$ cat src/rtl/rtc_tick.sv
module rtc_tick #(
  parameter int CLK_HZ  = 50_000_000,
  parameter int TICK_HZ = 50,
  parameter int DW      = 16,
  parameter int EN_BIT  = 0,
  parameter int CLR_BIT = 13,
  parameter int RDY_BIT = 3
) (
  input  logic          clk,
  input  logic          rst_n,
  input  logic          sel,
  input  logic          wr,
  input  logic [1:0]    addr,
  input  logic [DW-1:0] wdata,
  output logic [DW-1:0] rdata,
  output logic          irq
);
  localparam int TC = CLK_HZ / TICK_HZ;
  localparam int CW = (TC > 2) ? $clog2(TC) : 1;

  logic [CW-1:0] cnt;
  logic          ready;
  logic          ien;

  wire restart = sel && (addr == 2'd1 || (wr && addr == 2'd3));
  wire ctl_wr  = sel && wr && addr == 2'd3;
  wire stat_rd = sel && !wr && addr == 2'd2;
  wire at_end  = cnt == CW'(TC - 1);
  wire tick    = at_end && !restart;

  always_ff @(posedge clk) begin
    if (!rst_n) begin
      cnt   <= '0;
      ready <= 1'b0;
      ien   <= 1'b0;
      irq   <= 1'b0;
    end else begin
      cnt <= (restart || at_end) ? '0 : cnt + 1'b1;
      irq <= tick && ien;
      if (ctl_wr) ien <= wdata[EN_BIT];
      if (ctl_wr && wdata[CLR_BIT]) ready <= 1'b0;
      else if (tick) ready <= 1'b1;
    end
  end

  always_comb begin
    rdata = '0;
    if (stat_rd) begin
      rdata[RDY_BIT] = ready;
      rdata[EN_BIT]  = ien;
    end
  end

  logic unused_ok;
  assign unused_ok = &{1'b0, wdata};
endmodule

$ cat config.mk
export PLATFORM = sky130hd
export DESIGN_NAME = rtc_tick
export DESIGN_NICKNAME = d
export VERILOG_FILES = /design/src/rtl/rtc_tick.sv
export SDC_FILE = /design/constraint.sdc
export NUM_CORES = 1
export LEC_CHECK = 0
export ABC_AREA = 1
export CORE_ASPECT_RATIO = 1.4
export CORE_UTILIZATION = 30
export CTS_CLUSTER_DIAMETER = 50
export DETAILED_ROUTE_END_ITERATION = 10
export GPL_TIMING_DRIVEN = 0
export PLACE_DENSITY_LB_ADDON = 0.15
export SLEW_MARGIN = 10
export SYNTH_ARGS = -nofsm -noshare
export SYNTH_HDL_FRONTEND = slang
export SYNTH_SLANG_ARGS = --single-unit
$ cat constraint.sdc
create_clock -name clk -period 1.3 [get_ports clk]
set_input_delay 0.26 -clock clk [delete_from_list [all_inputs] [get_ports clk]]
set_output_delay 0.26 -clock clk [all_outputs]
set_load 0.05 [all_outputs]
Word level (Yosys, flattened, before mapping)
Cells that the tools add are included.

storage, ports and cells
  logic and storage cells = 27
  output and inout bits = 17
  register bits = 23

operators by class
  bitwise logic cells = 1
  multiplexer cells = 2
  equality and inequality tests = 4
  reductions and logical operators = 15
  add/sub/neg operators = 1

operators with widths
  kind                                            count
  adder 20 x 1 -> 20 bit (second input constant)  1
  == test 20 bit (second input constant)          1
  logical AND 1 bit                               9
  == test 2 bit (second input constant)           2
  OR reduction 2 bit                              2
  == test 2 x 1 -> 1 bit (second input constant)  1
  zero test 1 bit                                 2
  logical OR 1 bit                                2
  2-to-1 mux 1 bit                                2
  inverter 1 bit                                  1

Logic depth before layout (Yosys ltp)
Gate-level depths: netlist (run 1).

  depth in word-level cells = 7
  depth in mapped cells = 8
  gate-level depth less buffers = 8

Worst setup path after synthesis (run 1)
Ideal clock, no wire load.

  path type = input to output
  start point = input addr[1]
  end point = output rdata[0]
  arrival = 1139 ps
  path buffers = 0
  path slack = -99 ps
  stages on the path = 4
  data required time = 1040 ps
  path through = inv_1 -> nor2_1 -> nand3b_1 -> nor2_1

on the way
  longest elaborated chain between the ends = 3

ends and longest elaborated chain
  what               RTL line  source
  from (decl)        13        input logic [1:0] addr,
  == test 2 bit      27        wire stat_rd = sel && !wr && addr == 2'd2;
  logical AND 1 bit  27
  2-to-1 mux 1 bit   48        if (stat_rd) begin
  to (decl)          15        output logic [DW-1:0] rdata,

Every way passes these cells.

Worst setup path after layout (run 1)
  start point = register cnt[0]
  end point = register cnt[16]

on the way
  longest elaborated chain between the ends = 3

ends and longest elaborated chain
  what                                                            RTL line  source
  from (decl)                                                     21        logic [CW-1:0] cnt;
  from (signal assigned)                                          38        cnt <= (restart || at_end) ? '0 : cnt + 1'b1;
  branches (longest 3 deep; another with adder 20 x 1 -> 20 bit)  --

Parallel ways; which one is timed is not known.
A chain may end at the register's enable or synchronous reset.

==> results of run 1 <==
-- sequential cells by signal, indices dropped and copies added, names as in the netlist --
| signal | count |
|---|---|
| ien | 1 |
| ready | 1 |
| cnt | 20 |
| irq | 1 |
-- cell families (layout without fill, tap and decap cells) --
group,count (synthesis),in the layout,share of synthesized area
compound gates,10,10,0.0393
xor+xnor,10,10,0.0655
other cells,1,14,0.00280
buf+inv,38,65,0.152
flops,23,23,0.344
simple gates,117,117,0.387
fa+ha+maj,1,1,0.00935
-- per-layer routing --
layer  up-vias  routed length [µm]  track usage
met1       521                1260        0.139
li1        667                   -            -
met2        23                1440        0.226
met5         -                   0            0
met4         0                  42       0.0571
met3         6                  73       0.0143
-- placed cells by master (no fill, tap or decap), drive strengths merged --
master and n:
nor2 55, nand2 44, buf 31, dfxtp 23
inv 22, conb 14, nand3 10, a21oi 7
xor2 5, xnor2 5, nand3b 3, nand4 3
clkbuf 3, clkdlybuf4s50 3, clkdlybuf4s15 3, o21ai 2
nor3 2, dlygate4sd2 2, o21bai 1, ha 1
clkinv 1
-- through the flow --
stage                     TNS [ps]  setup WS (ps)  hold slack (ps)  utilization
after floorplan               -198          -98.8              383            -
after global placement       -6150           -881              433        0.368
after detailed placement     -5890           -888              441        0.368
after CTS                    -31.1          -19.4              466        0.407
after global routing          -647          -49.4              497        0.424
final                            0           54.4              460        0.424
-- worst register-to-register path: cells and delay by family (launching register included) --
family	cells	cell delay [ps]
adders and majority gates	1	150
buffers and inverters	1	130
DFF	1	360
and+or+nand+nor	7	530
-- what timing repair did --
| item | 4_1_cts | 5_1_grt |
|---|---|---|
| pin swaps | 6 | 8 |
| gates resized for setup | 32 | 21 |
| cloned | 0 | 2 |
| setup endpoints to repair | 23 | 23 |
| setup buffers | 8 | 3 |
-- path summary, 6_finish.rpt --
kind,end,cells after the start
worst max register to register,cnt[16],9
worst min-delay path,ready,2
worst max-delay path,cnt[16],9
worst min register to register,ready,2
-- power breakdown --
| group | switching [mW] | internal (mW) | total [mW] |
|---|---|---|---|
| logic | 0.135 | 0.0834 | 0.219 |
| clock network | 0.251 | 0.215 | 0.465 |
| registers | 0.00666 | 0.710 | 0.717 |
| total | 0.393 | 1.01 | 1.40 |
-- area by class of cell --
type	count	share of cell area
Buffer	16	0.0709
Timing Repair Buffer	23	0.124
Clock inverter	1	0.00278
Tap cell	60	0.0417
Inverter	22	0.0459
Multi-Input combinational cell	152	0.428
Clock buffer	3	0.0229
Sequential cell	23	0.264
==> metrics, run 1 <==
number of inserted filler cells in the final layout 467; initial antenna violation count 0; total power of the final layout 1.40 mW; Critical Path, Cell by Cell ha_4, nand3_4, nor2_4, buf_12, nand2_4, nor2_4, nand3_1, nand2_1, nor2_1; I/O pin count 39; cell taking the most area after synthesis sky130_fd_sc_hd__dfxtp_1; critical setup path kind reg -> reg; area after detailed placement 1560 µm²; Crit path top cell by count sky130_fd_sc_hd__nor2_4; FF/Latch Area 474 µm²; min-delay worst type reg -> reg; cts bufs inserted 3; die outline area 4730 µm²; proportion of synthesized chip area in sequential cells 0.344; violation count after the first detailed-routing iteration 13; DRT antenna net count 0; hpwl dp 2.12 mm; Gate Count Post-Synth 200; final slew viol count 0; CTS Hold Bufs 0; internal reg-to-reg setup slack 50 ps; DIE HEIGHT 81.0 µm; placement row count 28; share of the clock period used by the worst path 0.958; maximum clock frequency 0.803 GHz; Critical Path End Type flop; buffers plus inverters on the worst setup path 1; maximum buffer depth of the clock tree 2; clock latency of the later-clocked register in the worst-skew pair 270 ps; Fin. Hold Viols 0; total routed wirelength 2.81 mm; delay of the slowest cell on the worst path 360 ps; Ys Warns 0; Global Route Usage Sum 0.123; Finished Layout Cells 300; overall overflow remaining after global route 0; Buffers on Ports 10; detailed-routing iteration count for the pre-antenna-repair pass 4; worst reg2reg startpoint cnt[0]; Tmin final 1250 ps; post-route cell area 1800 µm²; Final Wtd Congestion 0.836; number of global-route vias before repair 1029; DR DRC count 0; count of flip-flops with a built-in enable after synthesis 0; count of different cell masters after synthesis 21; Die X-Extent 58.4 µm; min-delay src ready; unrepaired setup endpoints after global routing true; root buf cell sky130_fd_sc_hd__clkbuf_8; max-cap check violation count 0; P&R area growth vs syn 34.5%; post-synthesis sequential element count 23; number of vias after detailed routing 1217; Inst Count DP 283; TritonCTS clock tree yes; result of the run finished, final reports clean; most numerous cell in the Yosys netlist sky130_fd_sc_hd__nor2_1; largest net degree at the start of global routing 14; most area-consuming cells after synthesis sky130_fd_sc_hd__dfxtp_1 (34%), sky130_fd_sc_hd__nor2_1 (14%), sky130_fd_sc_hd__nand2_1 (12%), sky130_fd_sc_hd__buf_4 (9.0%), sky130_fd_sc_hd__inv_1 (6.2%); average routed wire per standard cell 9.38 µm; maximum net fanout on the critical path 4; area fraction of the dominant cell type after synthesis 0.344; dominant register cell in the synthesized netlist sky130_fd_sc_hd__dfxtp_1; effective utilization at floorplan 0.316; area used by multi-input combinational logic 771 µm²; core area 4240 µm²; clock slew at reported path FFs 90 ps; standard cell with the maximum stage delay on the critical path sky130_fd_sc_hd__dfxtp_2; maximum VDD drop 0.485 mV; post-detailed-route via-to-cell ratio 4.06; Post-layout nets 264; origin of the worst setup path cnt[0]; share of post-route cells with drive strength above 1 0.254; Post-Syn Area 1340 µm²; antenna diode count 0; Clock H-tree levels 1; mean instance size in the synthesized netlist 6.69 µm²; kind of cell adding the most delay to the critical path simple AND/OR/NAND/NOR gates; element type at the critical path start flop; wire length of the first global-routing pass 4.40 mm; required time worst endpoint 1470 ps; LEAKAGE 0.677 nW; most used standard cells in the synthesized netlist sky130_fd_sc_hd__nor2_1 (49), sky130_fd_sc_hd__nand2_1 (42), sky130_fd_sc_hd__dfxtp_1 (23), sky130_fd_sc_hd__inv_1 (22), sky130_fd_sc_hd__buf_4 (16); pwr/cell area 779 nW/µm²; post-route clock skew 6.84 ps; TritonCTS Sinks 23; Crit path arrival time 1420 ps; final setup fails 0; FFs w/ async S/R, synth 0
Power figures use the tool's default switching activity.
==> run 2, diff against run 1 <==
CAP_MARGIN = 20   (was not set)
CELL_PAD_IN_SITES_DETAIL_PLACEMENT = 1   (was not set)
CELL_PAD_IN_SITES_GLOBAL_PLACEMENT = 2   (was not set)
CORE_UTILIZATION = 22   (was 30)
==> metrics, run 2 (same netlist as run 1, synthesis figures left out) <==
core area 5860 µm²; area after detailed placement 1570 µm²; average routed wire per standard cell 11.5 µm; Net Sw Power 0.402 mW; Global Route Usage Sum 0.126; LEAKAGE 0.662 nW; Post-layout nets 261; Seq pwr share 0.510; critical setup path kind reg -> reg; TritonCTS Sinks 23; maximum net fanout on the critical path 5; CTS Hold Bufs 0; share of post-route cells with drive strength above 1 0.316; most common library cell in the layout ignoring fill and taps sky130_fd_sc_hd__nor2_1; register name with the most flops cnt; P&R area growth vs syn 35.4%; largest net degree at the start of global routing 15; die outline area 6400 µm²; cell-internal power 0.993 mW; Final Wtd Congestion 0.720; antenna diode count 0; initial antenna violation count 0; final total negative setup slack 0 ps; utilization of the core after routing 0.309; Combinational Power Share 0.149; Sw Share 0.288; required time worst endpoint 1470 ps; Finished Layout Cells 307; element type at the critical path start flop; I/O pin count 39; share of the clock period used by the worst path 0.967; most used cells in the layout excluding fill and tap cells sky130_fd_sc_hd__nor2_1 (45), sky130_fd_sc_hd__nand2_1 (39), sky130_fd_sc_hd__buf_4 (23); total routed wirelength 3.54 mm; detailed-routing iteration count for the pre-antenna-repair pass 4; Critical Path End Type flop; effective utilization at floorplan 0.228; min setup slack post-route 42.7 ps; TritonCTS clock tree yes; hpwl dp 2.68 mm; maximum VDD drop 0.310 mV; post-route cell area 1810 µm²; post-place setup slack -892 ps; pwr/cell area 770 nW/µm²; minimum hold slack 416 ps; flip-flop count of the largest register, all copies and words added 20; number of vias after detailed routing 1267; post-route clock skew 2.26 ps; violation count after the first detailed-routing iteration 34; Buffers on Ports 10; final setup fails 0; DRT antenna net count 0; Tmin final 1260 ps; final slew viol count 0; cts bufs inserted 3; root buf cell sky130_fd_sc_hd__clkbuf_8; post-detailed-route via-to-cell ratio 4.13; overall overflow remaining after global route 0; part of the power in the clock network 0.340; wire length of the first global-routing pass 5.93 mm; min-delay worst type in -> reg; Clock H-tree levels 1; number of global-route vias before repair 1308; Crit path arrival time 1430 ps; placement row count 33; Inst Count DP 293; maximum clock frequency 0.795 GHz; clock latency of the later-clocked register in the worst-skew pair 270 ps; Fin. Hold Viols 0; max-cap check violation count 0; unrepaired setup endpoints after global routing true; clock slew at reported path FFs 90 ps; total power of the final layout 1.39 mW; maximum buffer depth of the clock tree 2; DIE HEIGHT 94.3 µm; Die X-Extent 67.9 µm; result of the run finished, final reports clean; DR DRC count 0
-- run 2: cell count changes in the layout (fill, tap and decap cells not counted), sizes merged --
cell | before | now
clkinv | 1 | 0
clkinvlp | 0 | 1
buf | 31 | 29
clkdlybuf4s15 | 3 | 1
clkbuf | 3 | 4
-- run 2: timing repair --
item,4_1_cts,5_1_grt
pin swaps,10,14
setup buffers,7,2
gates resized for setup,41,32
endpoints found under the setup margin,23,24
gates cloned,1,0
-- run 2: area by class of cell --
type                    instances  area [µm²]
flip-flops and latches         23         494
clock buffers                   3        41.3
well taps                      70        87.6
fillers                       751        4050
clock inverters                 1        7.51
repair buffers                 20         170
plain buffers                  16         128
inverters                      22        82.6
multi-input cells             152         800
-- run 2: critical path, cell delays in order (launching register included) --
cell and delay, ps:
sky130_fd_sc_hd__dfxtp_4 370, sky130_fd_sc_hd__ha_4 140, sky130_fd_sc_hd__nand3_4 70, sky130_fd_sc_hd__nor2_4 110, sky130_fd_sc_hd__buf_6 140, sky130_fd_sc_hd__nand3_4 90, sky130_fd_sc_hd__nor2_2 90, sky130_fd_sc_hd__nand2_1 50
sky130_fd_sc_hd__nand2_1 60, sky130_fd_sc_hd__nor2_1 40
-- run 2: power groups by stage --
stage / clock (mW) / combinational [mW] / sequential [mW]
after floorplan: 0 / 0.158 / 0.732
after global placement: 0 / 0.194 / 0.733
after detailed placement: 0 / 0.195 / 0.733
after CTS: 0.510 / 0.207 / 0.721
after global routing: 0.527 / 0.225 / 0.713
final: 0.475 / 0.208 / 0.712
-- run 2: final timing paths --
kind / start / end / depth (start not counted) / slack [ps]
worst max-delay path: cnt[0] / cnt[18] / 9 / 40
worst min-delay path: addr[1] / ien / 5 / 420
worst max register to register: cnt[0] / cnt[18] / 9 / 40
worst min register to register: cnt[0] / cnt[0] / 1 / 450
-- run 2: routing by layer --
layer | GRT usage | vias up | wire length, µm
met1 | 0.128 | 578 | 1430
met5 | 0 | - | 0
met3 | 0.0182 | 6 | 104
li1 | - | 659 | -
met4 | 0.0434 | 0 | 72
met2 | 0.247 | 24 | 1930
==> run 3, diff against run 2 <==
--- a/config.mk
+++ b/config.mk
@@ -15,4 +15,5 @@
 export DETAILED_ROUTE_END_ITERATION = 10
 export GPL_TIMING_DRIVEN = 0
+export HOLD_SLACK_MARGIN = 0.05
 export PLACE_DENSITY_LB_ADDON = 0.15
 export SLEW_MARGIN = 10
==> constraint.sdc (replaced) <==
create_clock -name clk -period 1.3 [get_ports clk]
set_input_delay 0.26 -clock clk [delete_from_list [all_inputs] [get_ports clk]]
set_output_delay 0.26 -clock clk [all_outputs]
set_load 0.02 [all_outputs]
==> metrics, run 3 (same netlist as run 1, synthesis figures left out) <==
flip-flop count of the largest register, all copies and words added 20; utilization of the core after routing 0.310; post-route clock skew 2.72 ps; die outline area 6400 µm²; DIE HEIGHT 94.3 µm; TritonCTS Sinks 23; maximum clock frequency 0.793 GHz; minimum hold slack 445 ps; root buf cell sky130_fd_sc_hd__clkbuf_8; CTS Hold Bufs 0; min-delay src cnt[0]; hpwl dp 2.68 mm; Crit path arrival time 1430 ps; average routed wire per standard cell 11.7 µm; internal reg-to-reg setup slack 40 ps; final setup fails 0; final total negative setup slack 0 ps; most used cells in the layout excluding fill and tap cells sky130_fd_sc_hd__nor2_1 (46), sky130_fd_sc_hd__nand2_1 (39), sky130_fd_sc_hd__buf_4 (26); worst reg2reg startpoint cnt[0]; maximum net fanout on the critical path 5; clock slew at reported path FFs 90 ps; most common library cell in the layout ignoring fill and taps sky130_fd_sc_hd__nor2_1; cts bufs inserted 3; kind of cell adding the most delay to the critical path simple AND/OR/NAND/NOR gates; detailed-routing iteration count for the pre-antenna-repair pass 4; result of the run finished, final reports clean; largest net degree at the start of global routing 15; effective utilization at floorplan 0.228; delay of the slowest cell on the worst path 380 ps; Die X-Extent 67.9 µm; placement row count 33; Global Route Usage Sum 0.126; core area 5860 µm²; DRT antenna net count 0; Final Wtd Congestion 0.720; Inst Count DP 293; Post-layout nets 264; I/O pin count 39; worst r2r path cells 7; Reg-to-Reg End cnt[12]; TritonCTS clock tree yes; max-cap check violation count 0; worst hold path cell count 1; Fin. Hold Viols 0; Buffers on Ports 10; number of vias after detailed routing 1282; share of post-route cells with drive strength above 1 0.300; unrepaired setup endpoints after global routing true; element type at the critical path start flop; maximum buffer depth of the clock tree 2; antenna diode count 0; required time worst endpoint 1470 ps; pwr/cell area 745 nW/µm²; Critical Path End Type flop; number of inserted filler cells in the final layout 756; Critical Path, Cell by Cell ha_4, nand3_4, nor2_4, nand3_1, nand2_2, buf_6, a21oi_1; final slew viol count 0; total routed wirelength 3.62 mm; WHS Endpoint cnt[0]; standard cell with the maximum stage delay on the critical path sky130_fd_sc_hd__dfxtp_4; overall overflow remaining after global route 0; share of the clock period used by the worst path 0.970; post-detailed-route via-to-cell ratio 4.14; Finished Layout Cells 310; buffers plus inverters on the worst setup path 1; number of global-route vias before repair 1307; DR DRC count 0; clock latency of the later-clocked register in the worst-skew pair 270 ps; P&R area growth vs syn 36.1%; Clock H-tree levels 1; min-delay worst type reg -> reg; maximum VDD drop 0.298 mV; LEAKAGE 0.685 nW; total power of the final layout 1.36 mW; Tmin final 1260 ps; violation count after the first detailed-routing iteration 35; initial antenna violation count 0; critical setup path kind reg -> reg; register name with the most flops cnt; origin of the worst setup path cnt[0]; wire length of the first global-routing pass 5.92 mm
run 3: worst reg2reg max path: stages, from the launching register on:
cell                      delay, ps
sky130_fd_sc_hd__dfxtp_4        380
sky130_fd_sc_hd__ha_4           140
sky130_fd_sc_hd__nand3_4         70
sky130_fd_sc_hd__nor2_4         110
sky130_fd_sc_hd__nand3_1        110
sky130_fd_sc_hd__nand2_2        160
sky130_fd_sc_hd__buf_6          150
sky130_fd_sc_hd__a21oi_1         40
run 3: what timing repair did:
item | 4_1_cts | 5_1_grt
buffers inserted | 7 | 4
gates cloned | 1 | 1
resized for setup | 33 | 28
endpoints found under the setup margin | 23 | 24
pin swaps | 9 | 11
run 3: worst max-delay path by stage:
stage,end,slack [ps],cells past startpoint
4_1_cts,cnt[18],-10,9
2_1_floorplan,cnt[12],20,7
3_5_place_dp,rdata[3],-690,6
5_1_grt,cnt[18],-50,9
6_report,cnt[12],40,7
3_3_place_gp,rdata[0],-720,6
run 3: report_power, final:
| part | leakage (nW) | switching [mW] | internal (mW) |
|---|---|---|---|
| registers | 0.195 | 0.00791 | 0.708 |
| clock network | 0.0217 | 0.262 | 0.217 |
| logic | 0.468 | 0.0847 | 0.0760 |
run 3: area by class of cell:
cell class | instances | area, µm² | share of cell area
Buffer | 16 | 128 | 0.0701
Clock buffer | 3 | 41.3 | 0.0227
Sequential cell | 23 | 489 | 0.269
Inverter | 22 | 82.6 | 0.0454
Clock inverter | 1 | 7.51 | 0.00412
Timing Repair Buffer | 23 | 200 | 0.110
Tap cell | 70 | 87.6 | 0.0481
Multi-Input combinational cell | 152 | 785 | 0.431
run 3: metrics by stage:
stage	instance area (µm²)	setup slack, ps
2_1_floorplan	1390	16.8
6_report	1820	39.2
3_3_place_gp	1570	-717
4_1_cts	1740	-10.7
5_1_grt	1820	-51.1
3_5_place_dp	1570	-693
run 3: per-layer routing:
metal  share of wire  wire length (µm)  GRT usage  vias to the layer above
met5               0                 0          0                        -
met4           0.020                72     0.0434                        0
met3           0.030               109     0.0182                        7
met2            0.56              2020      0.247                       26
met1            0.39              1420      0.128                      586
li1                -                 -          -                      663
